[config.mk]
export PLATFORM = sky130hd
export DESIGN_NAME = rmul_top
export DESIGN_NICKNAME = d
export VERILOG_FILES = /design/src/rtl/rmul_pkg.sv /design/src/rtl/rmul_recode.sv /design/src/rtl/rmul_ppgen.sv /design/src/rtl/rmul_csa.sv /design/src/rtl/rmul_top.sv
export SDC_FILE = /design/constraint.sdc
export NUM_CORES = 1
export LEC_CHECK = 0
export BUFFER_PORTS_ARGS = -buffer_cell sky130_fd_sc_hd__buf_2
export CAP_MARGIN = 10
export CORE_MARGIN = 2
export CORE_UTILIZATION = 55
export DETAILED_ROUTE_END_ITERATION = 10
export PLACE_DENSITY = 0.82
export SLEW_MARGIN = 25
export SYNTH_ARGS = -nofsm -noshare
export SYNTH_HDL_FRONTEND = slang
export SYNTH_HIERARCHICAL = 1
export SYNTH_SLANG_ARGS = --single-unit
[constraint.sdc]
create_clock -name clk -period 2.51 [get_ports clk]
set_clock_uncertainty 0.2 [all_clocks]
set_input_delay 0.502 -clock clk [delete_from_list [all_inputs] [get_ports clk]]
set_output_delay 0.502 -clock clk [all_outputs]
set_load 0.02 [all_outputs]
[src/rtl/rmul_pkg.sv]
package rmul_pkg;

    typedef enum logic [1:0] {
        ST_IDLE = 2'd0,
        ST_RUN  = 2'd1,
        ST_CONV = 2'd2
    } rmul_state_e;

    // Signed radix-4 digit: nz = nonzero, two = magnitude 2, neg = negative
    typedef struct packed {
        logic neg;
        logic two;
        logic nz;
    } rmul_digit_t;

endpackage

[src/rtl/rmul_recode.sv]
module rmul_recode
    import rmul_pkg::*;
(
    input  logic [2:0]  trip,
    output rmul_digit_t dig
);

    always_comb begin
        dig = '0;
        unique case (trip)
            3'b001, 3'b010: dig = '{neg: 1'b0, two: 1'b0, nz: 1'b1};
            3'b011:         dig = '{neg: 1'b0, two: 1'b1, nz: 1'b1};
            3'b100:         dig = '{neg: 1'b1, two: 1'b1, nz: 1'b1};
            3'b101, 3'b110: dig = '{neg: 1'b1, two: 1'b0, nz: 1'b1};
            default:        dig = '0;
        endcase
    end

endmodule

[src/rtl/rmul_ppgen.sv]
module rmul_ppgen
    import rmul_pkg::*;
#(
    parameter int W = 32
) (
    input  logic [W-1:0] mcand_sh,
    input  rmul_digit_t  dig,
    output logic [W-1:0] pp,
    output logic         cin
);

    logic [W-1:0] mag;

    always_comb begin
        if (!dig.nz)      mag = '0;
        else if (dig.two) mag = mcand_sh << 1;
        else              mag = mcand_sh;
        pp  = dig.neg ? ~mag : mag;
        cin = dig.neg;
    end

endmodule

[src/rtl/rmul_csa.sv]
module rmul_csa #(
    parameter int W = 32
) (
    input  logic [W-1:0] sum_in,
    input  logic [W-1:0] carry_in,
    input  logic [W-1:0] addend,
    input  logic         cin,
    output logic [W-1:0] sum_out,
    output logic [W-1:0] carry_out
);

    logic [W-1:0] maj;

    always_comb begin
        sum_out   = sum_in ^ carry_in ^ addend;
        maj       = (sum_in & carry_in) | (sum_in & addend) | (carry_in & addend);
        carry_out = {maj[W-2:0], cin};
    end

endmodule

[src/rtl/rmul_top.sv]
module rmul_top
    import rmul_pkg::*;
#(
    parameter int N = 16
) (
    input  logic           clk,
    input  logic           rst_n,
    input  logic           start,
    input  logic [N-1:0]   multiplicand,
    input  logic [N-1:0]   multiplier,
    output logic           busy,
    output logic           done,
    output logic [2*N-1:0] product
);

    localparam int W    = 2 * N;
    localparam int ITER = (N + 3) / 2;
    localparam int CW   = $clog2(ITER + 1);
    localparam int MW   = N + 2;

    typedef struct packed {
        rmul_state_e     st;
        logic [CW-1:0]   cnt;
        logic [MW-1:0]   mplr;
        logic            prev;
        logic [W-1:0]    mcand;
        logic [W-1:0]    sum;
        logic [W-1:0]    carry;
        logic [W-1:0]    prod;
        logic            done;
    } rmul_regs_t;

    rmul_regs_t  r_q, r_d;
    rmul_digit_t dig;
    logic [W-1:0] pp;
    logic         pp_cin;
    logic [W-1:0] sum_nx, carry_nx;

    rmul_recode u_recode (
        .trip ({r_q.mplr[1:0], r_q.prev}),
        .dig  (dig)
    );

    rmul_ppgen #(.W(W)) u_ppgen (
        .mcand_sh (r_q.mcand),
        .dig      (dig),
        .pp       (pp),
        .cin      (pp_cin)
    );

    rmul_csa #(.W(W)) u_csa (
        .sum_in    (r_q.sum),
        .carry_in  (r_q.carry),
        .addend    (pp),
        .cin       (pp_cin),
        .sum_out   (sum_nx),
        .carry_out (carry_nx)
    );

    always_comb begin
        r_d      = r_q;
        r_d.done = 1'b0;
        unique case (r_q.st)
            ST_IDLE: begin
                if (start) begin
                    r_d.st    = ST_RUN;
                    r_d.cnt   = CW'(ITER);
                    r_d.mplr  = {2'b00, multiplier};
                    r_d.prev  = 1'b0;
                    r_d.mcand = {{N{1'b0}}, multiplicand};
                    r_d.sum   = '0;
                    r_d.carry = '0;
                end
            end
            ST_RUN: begin
                r_d.sum   = sum_nx;
                r_d.carry = carry_nx;
                r_d.prev  = r_q.mplr[1];
                r_d.mplr  = r_q.mplr >> 2;
                r_d.mcand = r_q.mcand << 2;
                r_d.cnt   = r_q.cnt - 1'b1;
                if (r_q.cnt == CW'(1)) r_d.st = ST_CONV;
            end
            ST_CONV: begin
                r_d.prod = r_q.sum + r_q.carry;
                r_d.done = 1'b1;
                r_d.st   = ST_IDLE;
            end
            default: r_d.st = ST_IDLE;
        endcase
    end

    always_ff @(posedge clk or negedge rst_n) begin
        if (!rst_n) begin
            r_q    <= '0;
            r_q.st <= ST_IDLE;
        end else begin
            r_q <= r_d;
        end
    end

    assign busy    = (r_q.st != ST_IDLE);
    assign done    = r_q.done;
    assign product = r_q.prod;

    AST_TOP_DIGIT_NONNEG: assert property (@(posedge clk) disable iff (!rst_n)
        (r_q.st == ST_RUN && r_q.cnt == CW'(1)) |-> !dig.neg);
    AST_DONE_PULSE: assert property (@(posedge clk) disable iff (!rst_n)
        done |=> !done);
    AST_DONE_IDLE: assert property (@(posedge clk) disable iff (!rst_n)
        done |-> !busy);
    AST_PROD_HOLD: assert property (@(posedge clk) disable iff (!rst_n)
        !done |-> $stable(product));
    AST_START_IGNORED: assert property (@(posedge clk) disable iff (!rst_n)
        (r_q.st == ST_RUN && r_q.cnt > CW'(1) && start) |=> (r_q.st == ST_RUN));
    AST_CONV_DRAINED: assert property (@(posedge clk) disable iff (!rst_n)
        (r_q.st == ST_CONV) |-> (r_q.mplr == '0 && !r_q.prev));

endmodule

# After elaboration in Yosys (flattened, before gate mapping)
# Cells that the tools add are included.
[totals]
ff_bits = 154
inputBits = 35
output_inout_bits = 34
word_cells = 46
[classes]
n_addsub = 2
n_eq_ne = 11
mux = 9
n_bitwise = 8
reduce_logical = 7
[ops]
columns = ["operator", "n"]
rows = [
  ["one-hot mux 119 bit (2 select lines)", 1],
  ["2-to-1 mux 121 bit", 1],
  ["2-to-1 mux 32 bit", 3],
  ["AND 31 bit", 3],
  ["bitwise XOR 32 bit", 2],
  ["OR 31 bit", 2],
  ["adder 32 bit", 1],
  ["NOT 32 bit", 1],
  ["one-hot mux 3 bit (4 select lines)", 1],
  ["== test 3 bit, second input constant", 3],
  ["== test 3 x 2 -> 1 bit, second input constant", 2],
  ["== test 4 x 1 -> 1 bit, second input constant", 1],
  ["!= test 2 bit, second input constant", 2],
  ["one-hot mux 2 bit (2 select lines)", 1],
  ["AND reduction 2 bit", 2],
  ["nonzero test 2 bit", 2],
  ["OR reduction 2 bit", 2],
  ["subtractor 4 x 1 -> 4 bit, second input constant", 1],
  ["== test 3 x 1 -> 1 bit, second input constant", 1],
  ["== test 2 x 1 -> 1 bit, second input constant", 1],
  ["== test 2 bit, second input constant", 1],
  ["zero test 2 bit", 1],
  ["2-to-1 mux 2 bit", 1],
  ["2-to-1 mux 1 bit", 1],
]

# Longest topological paths before layout
# Gate-level depths: netlist of run 1.
[depth]
depth_word = 11
mapped_depth = 10
mapped_depth_nobuf = 10

# Modules after synthesis
# The synthesis of run 1 kept the hierarchy.
[by_module_without_submodules]
columns = ["mod", "n_inst", "cells_each", "area_each_um2", "seq_area_each_um2"]
rows = [
  ["rmul_top", 1, 766, 7807.5, 3803.6],
  ["rmul_ppgen", 1, 107, 974.7, 0.0],
  ["rmul_csa", 1, 33, 651.9, 0.0],
  ["rmul_recode", 1, 7, 41.3, 0.0],
]

# Worst setup path before layout of run 1
# OpenSTA, ideal clock, no wires.
[synth_path]
path_type = "reg2reg"
from = "register r_q[33] (netlist bit)"
to = "register r_q, in the netlist product[24]"
setup_ps = 130
t_arrival_ps = 2459
path_slack_ps = -280
stages_incl_launch_ff = 11
synth_period_minus_slack_ps = 2790
path_cell_list = "dfrtp_1 ha_1 fa_1 a21oi_2 nor2b_2 a311oi_2 a31o_4 o21ai_1 a221oi_2 xor2_1 o21ai_1"
[synth_between]
elab_chain_cells = 1
[synth_lines]
columns = ["item", "line", "source"]
rows = [
  ["start, declared", "rmul_top.sv:33", "rmul_regs_t r_q, r_d;"],
  ["start signal, assigned", "rmul_top.sv:98", "r_q <= r_d;"],
  ["adder 32 bit", "rmul_top.sv:85", "r_d.prod = r_q.sum + r_q.carry;"],
]
# Every way passes these cells.
# A chain may end at the register's enable or synchronous reset.

==> impl_metrics.tcl, run 1 <==
set metrics [dict create \
    fmax_mhz 365 \
    timing.final.crit_share 1.09 \
    area_delta_synth_final_pct 27.7 \
    crit_fanout 5 \
    postRouteAntennaNets 0 \
    rrSetupSlack_ns -0.23 \
    endpoint_kind "flop" \
    synth-seq-cells 152 \
    path_buf_inv 2 \
    firstDrtPassIters 5 \
    first_iter_violations 519 \
    avgSynthCellArea_um2 10.4 \
    synthDistinctLibCells 66 \
    tritoncts "done" \
    grt_pass1_vias 7201 \
    slew_headroom 0.463 \
    total_leakage_power_uw 0.00595 \
    wl_per_cell_um 18.7 \
    rr_startpoint "r_q[129]" \
    path_delay_family "adder cells" \
    whs_ns 0.174 \
    ys_seq_area_frac 0.401 \
    grt_overflow 0 \
    rows 47 \
    synthFlopType "dfrtp_1" \
    reg2reg_depth 9 \
    async_flop_share 1.00 \
    gr-usage-all-layers 0.245 \
    path_cells "or3b_4 > o21ai_4 > buf_6 > buf_12 > mux2_4 > nand2_4 > xnor2_2 > fa_2 > a22o_1" \
    regToRegEndpoint "r_q[79]" \
    fin_nets 1113 \
    die_x_um 135 \
    crit_path_top_delay_cell "fa_2" \
    yosys_warnings 6 \
    violations "setup timing" \
    place_congestion 0.886 \
    critPathKind "reg2reg" \
    drt-total-wl_um 23200 \
    final_common_cell "dfrtp_1" \
    grt_pass1_wl_um 35600 \
    fin_crit_ns 2.74 \
    power.total_uw 18400 \
    hold_violations 0 \
    fp.dieH_um 135 \
    final_layout_size_suffix_gt1_frac 0.378 \
    status "finished with violations" \
    hp-start "multiplier[14]" \
    syn_area_mm2 0.00948 \
    powerDensity_mw_per_mm2 1520 \
    holdPathEnd "r_q[144]" \
    cts_buffers 17 \
    num_antenna_cells 0 \
    drc 0 \
    place_hpwl_um 13400 \
    setup_tns_ns -6.16 \
    clk_latency_ns 0.42 \
    start_util 0.567 \
    io_buffers 68 \
    cts_num_sinks 152 \
    hold_path.class "in2reg" \
    grt_max_degree 98 \
    slew_violations 0 \
    cap_violations 0 \
    max-vdd-ir-drop_mv 0.760 \
    mostFrequentLayoutCells "150 x dfrtp_1, 94 x nand2_1, 85 x buf_4" \
    cp.required_ns 2.62 \
    synth-edff-count 0 \
    htree_levels 4 \
    tightestPinTransition_ns 0.805 \
    synth_fp_nets 1013 \
    setup_viol 64 \
    vias_per_cell 5.93 \
    start_kind "flop" \
    synth_cells 913 \
    finalWorstSetupSlack_ns -0.227 \
    max_stage_delay_ns 0.50 \
    boundaryPins 69 \
    clk_pin_slew_worst_paths_ns 0.06 \
    antenna_found_initial 0 \
    cts_root_buf "clkbuf_16" \
    core_mm2 0.0167 \
    hold_depth 3 \
    rsz0062_at_grt "true" \
    num_vias 7381 \
    cts_buffer_depth 2 \
    worstPathArrival_ns 2.84 \
    die_area_mm2 0.0183 \
]
[sequential cells by signal, indices dropped and copies added (netlist names)]
| name | flops |
|---|---|
| done | 1 |
| r_q | 119 |
| product | 32 |
[cell families after synthesis]
group,share of synthesized area
adder cells (fa/ha/maj),0.111
flip-flops,0.401
buffers and inverters,0.0622
XOR/XNOR,0.0589
AND/OR/NAND/NOR,0.119
multiplexers,0.0506
AO/OA/AOI/OAI,0.196
[Yosys cell counts, drive strengths merged, types with 6 or more instances]
master	instances	area, um^2
fa	32	641
a22o	81	709
buf	54	405
clkbuf	42	158
xnor2	45	394
nand4	6	37.5
xor2	16	140
a21o	12	90.1
ha	33	413
and3b	28	245
dfrtp	152	3800
nor2	23	88.8
mux2	32	469
nor2b	9	58.8
nand3	9	45.0
o21ai	78	390
nand2	125	469
nor3	8	40.0
inv	7	26.3
a21oi	61	317
o21a	6	46.3
[stage by stage]
step / utilization / std cells / setup WS (ns) / instance area, um^2
after global placement: 0.634 / 1189 / -0.119 / 10600
after detailed placement: 0.634 / 1189 / -0.211 / 10600
after floorplan: - / 913 / -0.0748 / 9770
after global routing: 0.724 / 1244 / -0.297 / 12100
final: 0.724 / 1244 / -0.227 / 12100
after CTS: 0.703 / 1237 / -0.144 / 11700
[worst min-delay path, stage by stage]
cell,delay [ns]
buf_2,0.08
a21oi_1,0.05
o21ai_0,0.13
[metal layers]
layer | routed length (um) | track usage | vias to the layer above
li1 | - | - | 3410
met1 | 9900 | 0.338 | 3630
met2 | 11400 | 0.387 | 285
met3 | 1370 | 0.0565 | 56
met4 | 569 | 0.0775 | 0
met5 | 0 | 0 | -
[report_power, final]
part	switching [uW]	internal (uW)	total (uW)	leakage, uW
combinational	5640	5640	11300	0.00365
clock	978	1760	2730	0.000312
sequential	916	3460	4370	0.00198
[timing repair]
item                                    CTS  global route
gates cloned                              3             0
resized for setup                        69            64
hold endpoints to repair                 33             0
pin swaps                                81            42
hold buffers                              1             0
buffers inserted                         14             8
endpoints found under the setup margin   74            83
[layout make-up]
cell class | count | area [um^2]
inverters | 7 | 26.3
well taps | 220 | 275
flip-flops and latches | 152 | 3810
repair buffers | 177 | 1390
fillers | 1051 | 4600
multi-input cells | 658 | 5980
clock inverters | 8 | 144
clock buffers | 22 | 484
[worst max path at each step]
stage | slack, ns | startpoint | to | cells after the start
2_1_floorplan | -0.07 | r_q[65] | product[24] | 10
3_3_place_gp | -0.12 | r_q[129] | r_q[70] | 8
3_5_place_dp | -0.21 | r_q[39] | product[21] | 10
4_1_cts | -0.14 | r_q[33] | product[24] | 11
5_1_grt | -0.30 | r_q[65] | product[24] | 11
6_report | -0.23 | r_q[129] | r_q[79] | 9
Note: power is estimated with default switching activity, not from simulation.
==> inputs of run 2 (changes only) <==
--- a/config.mk
+++ b/config.mk
@@ -6,11 +6,13 @@
 export NUM_CORES = 1
 export LEC_CHECK = 0
 export BUFFER_PORTS_ARGS = -buffer_cell sky130_fd_sc_hd__buf_2
-export CAP_MARGIN = 10
+export CAP_MARGIN = 15
 export CORE_MARGIN = 2
 export CORE_UTILIZATION = 55
 export DETAILED_ROUTE_END_ITERATION = 10
 export PLACE_DENSITY = 0.82
+export RECOVER_POWER = 100
+export SKIP_LAST_GASP = 1
 export SLEW_MARGIN = 25
 export SYNTH_ARGS = -nofsm -noshare
 export SYNTH_HDL_FRONTEND = slang
==> run 2 against run 1 <==
Net effect:
- the flow still finishes with violations (setup timing)
- first-iteration DRC count is 28% lower
- design area is 1.6% lower
- core utilization is 1.2 points lower
- critical path depth stayed put
- combinational power hardly changed
- maximum frequency is 0.84% lower
- clock power hardly changed
- sequential share of layout area is 0.53 points higher
- count of clock-buffer cells in the layout stayed put
- largest power group unchanged
==> impl_metrics.tcl, run 2 (synthesized netlist as in run 1, its figures left out) <==
set metrics [dict create \
    status "finished with violations" \
    violations "setup timing" \
    max-vdd-ir-drop_mv 0.710 \
    core_mm2 0.0167 \
    gr-usage-all-layers 0.244 \
    worstPathArrival_ns 2.86 \
    rsz0062_at_grt "true" \
    cap_violations 0 \
    cts_buffers 17 \
    setup_tns_ns -6.28 \
    fin_nets 1112 \
    boundaryPins 69 \
    cts_buffer_depth 2 \
    cts_root_buf "clkbuf_16" \
    die_area_mm2 0.0183 \
    timing.final.crit_share 1.10 \
    whs_ns 0.172 \
    place_hpwl_um 13400 \
    antenna_found_initial 0 \
    cp.required_ns 2.61 \
    drt-met1-wl_um 10100 \
    max_stage_delay_ns 0.51 \
    io_buffers 68 \
    finalWorstSetupSlack_ns -0.250 \
    num_vias 7393 \
    setup_viol 61 \
    powerDensity_mw_per_mm2 1520 \
    slew_headroom 0.445 \
    mostFrequentLayoutCells "149 x dfrtp_1, 95 x nand2_1, 83 x buf_4" \
    htree_levels 4 \
    first_iter_violations 376 \
    area_delta_synth_final_pct 25.6 \
    tritoncts "done" \
    drt-total-wl_um 23200 \
    tightestPinTransition_ns 0.832 \
    internal_power_uw 10600 \
    final_layout_size_suffix_gt1_frac 0.336 \
    postLayoutCoreUtil 0.713 \
    clk_pin_slew_worst_paths_ns 0.06 \
    vias_per_cell 5.95 \
    hold_violations 0 \
    largest_reg_flops 119 \
    slew_violations 0 \
    path_buf_inv 2 \
    fp.dieH_um 135 \
    grt_pass1_vias 7208 \
    postRouteAntennaNets 0 \
    path_cells "or3b_4 > o21ai_4 > buf_6 > buf_12 > mux2_4 > nand2_4 > xnor2_2 > fa_2 > a22o_1" \
    design_area_mm2 0.0119 \
    critPathKind "reg2reg" \
    drc 0 \
    clk_latency_ns 0.42 \
    cts_num_sinks 152 \
    firstDrtPassIters 6 \
    start_kind "flop" \
    wl_met3_um 1180 \
    crit_fanout 5 \
    crit_path_top_delay_cell "fa_2" \
    rows 47 \
    fin_crit_ns 2.76 \
    seq_power_share 0.242 \
    fill_cells 1091 \
    fmax_mhz 362 \
    multi_input_area_mm2 0.00588 \
    route.met2.wl_um 11400 \
    top_register "r_q" \
    final-seq-area_mm2 0.00381 \
    grt_max_degree 98 \
    path_delay_family "adder cells" \
    dp_slack_ns -0.211 \
    place_congestion 0.886 \
    place_area_mm2 0.0106 \
    top_layer "met4" \
    p_comb_frac 0.608 \
    start_util 0.567 \
    final_common_cell "dfrtp_1" \
    wl_per_cell_um 18.7 \
    hold_path.class "in2reg" \
    grt_pass1_wl_um 35500 \
    grt_overflow 0 \
    die_x_um 135 \
    endpoint_kind "flop" \
    total_leakage_power_uw 0.00577 \
    num_antenna_cells 0 \
    swShare 0.412 \
    clkPwrFrac 0.151 \
    p_sw_uw 7460 \
]
run 2: worst min-delay path, delay by kind of cell:
family                 cells  cell delay (ns)
AOI/OAI and AO/OA          2             0.18
buffers and inverters      1             0.08
run 2: cell type report:
cell class / instances / share of cell area
Timing Repair Buffer: 176 / 0.108
Inverter: 7 / 0.00221
Tap cell: 220 / 0.0231
Clock inverter: 8 / 0.0121
Sequential cell: 152 / 0.320
Multi-Input combinational cell: 658 / 0.494
Clock buffer: 22 / 0.0407
run 2: path summary, 6_finish.rpt:
check	from	to	slack (ns)	cells after the start
max in group asynchronous	rst_n	r_q[40]	0.23	3
hold reg to reg	product[1]	product[1]	0.27	2
min in group asynchronous	rst_n	product[31]	0.50	2
setup / recovery	r_q[130]	r_q[79]	-0.25	9
setup reg to reg	r_q[130]	r_q[79]	-0.25	9
hold / removal	multiplier[14]	r_q[144]	0.17	3
run 2: power by group through the flow:
stage | clock (uW) | combinational, uW | sequential, uW
after detailed placement | 0 | 9080 | 4280
after global placement | 0 | 8690 | 4240
after CTS | 2760 | 10100 | 4280
after global routing | 2860 | 11800 | 4480
after floorplan | 0 | 7100 | 4150
final | 2730 | 11000 | 4370
run 2: what timing repair did:
| item | 4_1_cts | 5_1_grt |
|---|---|---|
| cloned | 3 | 0 |
| endpoints found under the hold margin | 33 | 0 |
| endpoints found under the setup margin | 74 | 82 |
| gates resized for setup | 59 | 62 |
| pin swaps | 76 | 40 |
| hold buffers | 1 | 0 |
| buffers inserted | 14 | 6 |
run 2: metrics by stage:
stage	total power, uW	std cells
after floorplan	11300	913
after global placement	12900	1189
after detailed placement	13400	1189
after CTS	17100	1237
after global routing	19200	1243
final	18100	1243
run 2: layer usage:
layer,up-vias,global-route usage
li1,3402,-
met1,3681,0.337
met2,261,0.387
met3,49,0.0565
met4,0,0.0718
met5,-,0
